## config.mk

```make
export PLATFORM = sky130hd
export DESIGN_NAME = dstore_opc_match
export DESIGN_NICKNAME = d
export VERILOG_FILES = /design/src/rtl/dstore_decode_pkg.sv /design/src/rtl/dstore_opc_match.sv
export SDC_FILE = /design/constraint.sdc
export NUM_CORES = 1
export LEC_CHECK = 0
export BUFFER_PORTS_ARGS = -buffer_cell sky130_fd_sc_hd__buf_2
export CAP_MARGIN = 10
export CELL_PAD_IN_SITES_DETAIL_PLACEMENT = 1
export CELL_PAD_IN_SITES_GLOBAL_PLACEMENT = 1
export CORE_AREA = 2 2 39 41
export DETAILED_ROUTE_END_ITERATION = 16
export DIE_AREA = 0 0 41 43
export PLACE_DENSITY_LB_ADDON = 0.12
export SYNTH_ARGS = -nofsm -noshare
export SYNTH_HDL_FRONTEND = slang
export SYNTH_SLANG_ARGS = --single-unit
```

## constraint.sdc

```tcl
create_clock -name vclk -period 0.8
set_input_delay 0.16 -clock vclk [all_inputs]
set_output_delay 0.16 -clock vclk [all_outputs]
set_load 0.03 [all_outputs]
```

## src/rtl/dstore_decode_pkg.sv

```systemverilog
package dstore_decode_pkg;

    localparam int OPC_BYTES = 3;
    localparam int OPC_LEN_W = $clog2(OPC_BYTES + 1);
    localparam int REG_W     = 3;
    localparam int SRC_W     = REG_W + 1;
    localparam int MOD_W     = 2;

    localparam logic [OPC_BYTES*8-1:0] DSTORE_OPC = 24'hF9_38_0F;
    localparam logic [MOD_W-1:0]       MOD_REGFORM = 2'b11;

    typedef enum logic [1:0] {
        FLT_NONE  = 2'b00,
        FLT_UD    = 2'b01,
        FLT_OTHER = 2'b10
    } dsd_fault_e;

    typedef enum logic [1:0] {
        MD_REAL   = 2'b00,
        MD_PROT   = 2'b01,
        MD_LONG64 = 2'b10,
        MD_RSVD   = 2'b11
    } dsd_mode_e;

    typedef struct packed {
        logic               lock;
        logic               opsize;
        logic               rep;
        logic               repne;
    } dsd_pfx_t;

    typedef struct packed {
        logic               present;
        logic               w;
        logic               r;
    } dsd_rex_t;

    typedef struct packed {
        logic               valid;
        logic               size64;
        logic [SRC_W-1:0]   src;
        dsd_fault_e         fault;
    } dsd_result_t;

    function automatic logic is_long_mode(input dsd_mode_e m);
        return m == MD_LONG64;
    endfunction

    function automatic dsd_fault_e pick_fault(input logic recognised, input logic undef);
        if (!recognised) return FLT_OTHER;
        if (undef)       return FLT_UD;
        return FLT_NONE;
    endfunction

endpackage

```

## src/rtl/dstore_opc_match.sv

```systemverilog
module dstore_opc_match
    import dstore_decode_pkg::*;
#(
    parameter int                  NBYTES  = OPC_BYTES,
    parameter int                  LEN_W   = OPC_LEN_W,
    parameter logic [NBYTES*8-1:0] PATTERN = DSTORE_OPC
) (
    input  logic [NBYTES*8-1:0] op_bytes,
    input  logic [LEN_W-1:0]    op_len,
    input  dsd_pfx_t            pfx,
    input  logic [MOD_W-1:0]    mod_f,
    output logic                recognised
);
    logic [NBYTES-1:0] byte_eq;

    for (genvar g = 0; g < NBYTES; g++) begin : g_byte
        assign byte_eq[g] = op_bytes[g*8 +: 8] == PATTERN[g*8 +: 8];
    end

    logic len_ok;
    logic pfx_ok;
    logic mem_form;

    always_comb begin
        len_ok     = op_len == LEN_W'(NBYTES);
        pfx_ok     = !(pfx.rep || pfx.repne);
        mem_form   = mod_f != MOD_REGFORM;
        recognised = (&byte_eq) && len_ok && pfx_ok && mem_form;
    end
endmodule

```

* After elaboration in Yosys (flattened, before gate mapping)
Cells that the tools add are included.
** Operators by class
- Equality and inequality tests :: 5
- Reduce and logical (&&, ||, !) cells :: 6
** Operator list (count)
- == test 8 x 4 -> 1 bit, second input constant :: 1
- == test 8 x 6 -> 1 bit, second input constant :: 1
- == test 8 bit, second input constant :: 1
- logical AND 1 bit :: 3
- AND reduction 3 bit :: 1
- == test 2 bit, second input constant :: 1
- != test 2 bit, second input constant :: 1
- logical NOT 1 bit :: 1
- logical OR 1 bit :: 1
** Storage, ports and cells
- Register bits after elaboration :: 0
- Output and inout port bits :: 1
- Logic and storage cells :: 11

* Longest topological paths before layout
- Word-level depth :: 5
- Depth in mapped cells :: 3
- Gate-level depth less buffers :: 3

* Worst setup path before layout
No wires, ideal clock.
- Path type :: in2out
- Start :: input op_bytes[5]
- End :: output recognised
- Arrival time :: 1.102 ns
- Setup slack :: -0.462 ns
- Data required time :: 0.640 ns
- Path buffers :: 0
- Stages :: 3
- Cell sequence :: and4b_1 -> nand4_1 -> nor4_2
** On the way
- Cells in the longest elaborated chain, start to end :: 5
** Ends and longest elaborated chain
- from (decl) :: line dstore_opc_match.sv:8 : input logic [NBYTES*8-1:0] op_bytes,
- == test 8 x 4 -> 1 bit :: line dstore_opc_match.sv:17 : assign byte_eq[g] = op_bytes[g*8 +: 8] == PATTERN[g*8 +: 8];
- AND reduction 3 bit :: line dstore_opc_match.sv:28 : recognised = (&byte_eq) && len_ok && pfx_ok && mem_form;
- logical AND 1 bit (3 in series) :: line dstore_opc_match.sv:28
- to (decl) :: line dstore_opc_match.sv:12 : output logic recognised
No other way between the ends.

* Worst setup path after layout
- Start :: input op_bytes[4]
- End :: output recognised
Same word-level chain as after synthesis.

==> impl_metrics.toml <==
[routing]
vias = 242
avgRoutedWirePerCell_um = 11.5
firstDrtPassIters = 1
wl_met2_um = 405
routed_wl_um = 666
drc = 0
met1Wirelength_um = 159
viasPerCell = 4.17
wl_met3_um = 101
ant_nets = 0
routed.top_layer = "met3"
initialDrtViolationCount = 0

[setup_path]
path_cells = "buf_6 -> nor4_4 -> nand4_1 -> nor4_4 -> buf_4"
critPathArrivalTime_ps = 1040
slowest_delay_ps = 260
critPathKind = "primary input to output port"
cp_max_fo = 1
cp.required_ps = 640
endpoint_kind = "output port"
cpMaxStageDelayCell = "nor4_4"
critPathLaunchType = "primary input"
path_common_cell = "nor4_4"

[synthesis]
ys_top_cells_by_area = "nand4_1, nor4b_2, nor4_2"
synth_cell_types = 9
synth_mux_area_share_pct = 0
yosys.area_share.simple_pct = 100
syn-num-nets = 43
synth-compound-area-share_pct = 0
avgSynthCellArea_um2 = 8.08
synth_most_common_cell = "nand4_1"
yosys.area_share.xor_xnor_pct = 0
yosysWarningCount = 0
synth_area_um2 = 88.8
synth_top_area_share_pct = 21.1
synth_fa_ha_area_share_pct = 0
seq_area_frac_synth_pct = 0
syn_inst = 11
synth_top_family_by_area = "simple AND/OR/NAND/NOR gates"
synth.largest_area_cell = "nand4_1"

[sta]
finalCritPeriodShare_pct = 150
whs_ps = 734
rsz0062_at_grt = "true"
finalSetupTns_ps = -399
setup_slack_ps = -399
timing.final.max_slew_violations = 0
finalHoldViolCount = 0
period_needed_ps = 1200
worst_pin_slew_ps = 204
max_clock_freq_mhz = 834
relSlewSlack_pct = 86.3
finalSetupViolCount = 1

[floorplanning]
ios = 33
die_h_um = 43
core-area_mm2 = 0.00138
die_area_mm2 = 0.00176
rows = 14
start_util_pct = 6.42
chipWidth_um = 41

[power]
vdd.ir_drop.worst_v = 0.0000600
power.leakage_uw = 0.000183
power_density_mw_per_mm2 = 350
p_total_uw = 121

[worst_hold_path]
hold_end = "recognised"
hold_depth = 5
hp-start = "op_bytes[8]"
hold_class = "primary input to output port"

[clock_tree]
cts_hold_buf = 0

[outcome]
status = "finished with violations"
violations = "setup timing"

[job]
maxCapViolCount = 0

[layout]
seq_cells = 0
n_antenna_cell = 0
clock_buffers = 0
nets = 76
fillers = 177
fin_area_um2 = 345
area_delta_synth_final_pct = 289
multi_input_area_um2 = 136
drive_gt1_share_pct = 83.3
seq_area_um2 = 0

[placement]
place_area_um2 = 273
gp_congestion = 0.545
dp_slack_ps = -493
port_buffers = 31

[global_route]
grt_pass1_wl_um = 890
grt_usage_pct = 7.19
antenna_found_initial = 0
grt_pass1_vias = 248
grt_max_degree = 2
grt_overflow = 0
[placed cells by master (no fill, tap or decap)]
cell type,Yosys,routed
nor4_4,0,2
and4b_1,1,1
nor4bb_4,0,1
buf_6,0,5
nand4_1,3,3
nand4b_1,1,1
buf_4,0,1
nand2_1,1,1
nor2_1,1,1
buf_2,0,25
nor4b_4,0,1
[metrics by stage]
step                cells  utilization (%)
floorplan              11                -
global placement       58             19.7
detailed placement     58             19.7
CTS                    58             23.0
global route           58             25.0
finish                 58             25.0
[worst max-delay path by stage]
stage	start	end	slack, ps	cells after the start
3_3_place_gp	op_bytes[5]	recognised	-450	5
3_5_place_dp	op_bytes[4]	recognised	-490	5
2_1_floorplan	op_bytes[5]	recognised	-320	3
6_report	op_bytes[4]	recognised	-400	5
4_1_cts	op_bytes[5]	recognised	-420	5
5_1_grt	op_bytes[4]	recognised	-460	5
[where the power goes]
part	switching [uW]	internal, uW
Sequential	0	0
Combinational	37.5	83.4
Clock	0	0
[cell type report]
class / instances / share of cell area (%)
multi-input cells: 11 / 39.5
repair buffers: 31 / 54.7
well taps: 16 / 5.80
[critical path, delay by kind of cell]
kind          cells  cell delay, ps
buf+inv           2             290
simple gates      3             580
[repair_timing]
item / CTS / global route
setup buffers: 0 / 0
pin swaps: 2 / 2
setup endpoints to repair: 1 / 1
gates resized for setup: 7 / 5
[metal layers]
layer / GRT usage (%) / up-vias
met1: 5.06 / 107
met3: 0.524 / 0
met2: 17.2 / 22
li1: - / 113
met5: 0 / -
met4: 0 / 0
[logic make-up (layout without fill, tap and decap cells)]
| logic type | after synthesis | count (layout) |
|---|---|---|
| AND/OR/NAND/NOR | 11 | 11 |
| buffers and inverters | 0 | 31 |
(Power assumes the default switching activity.)
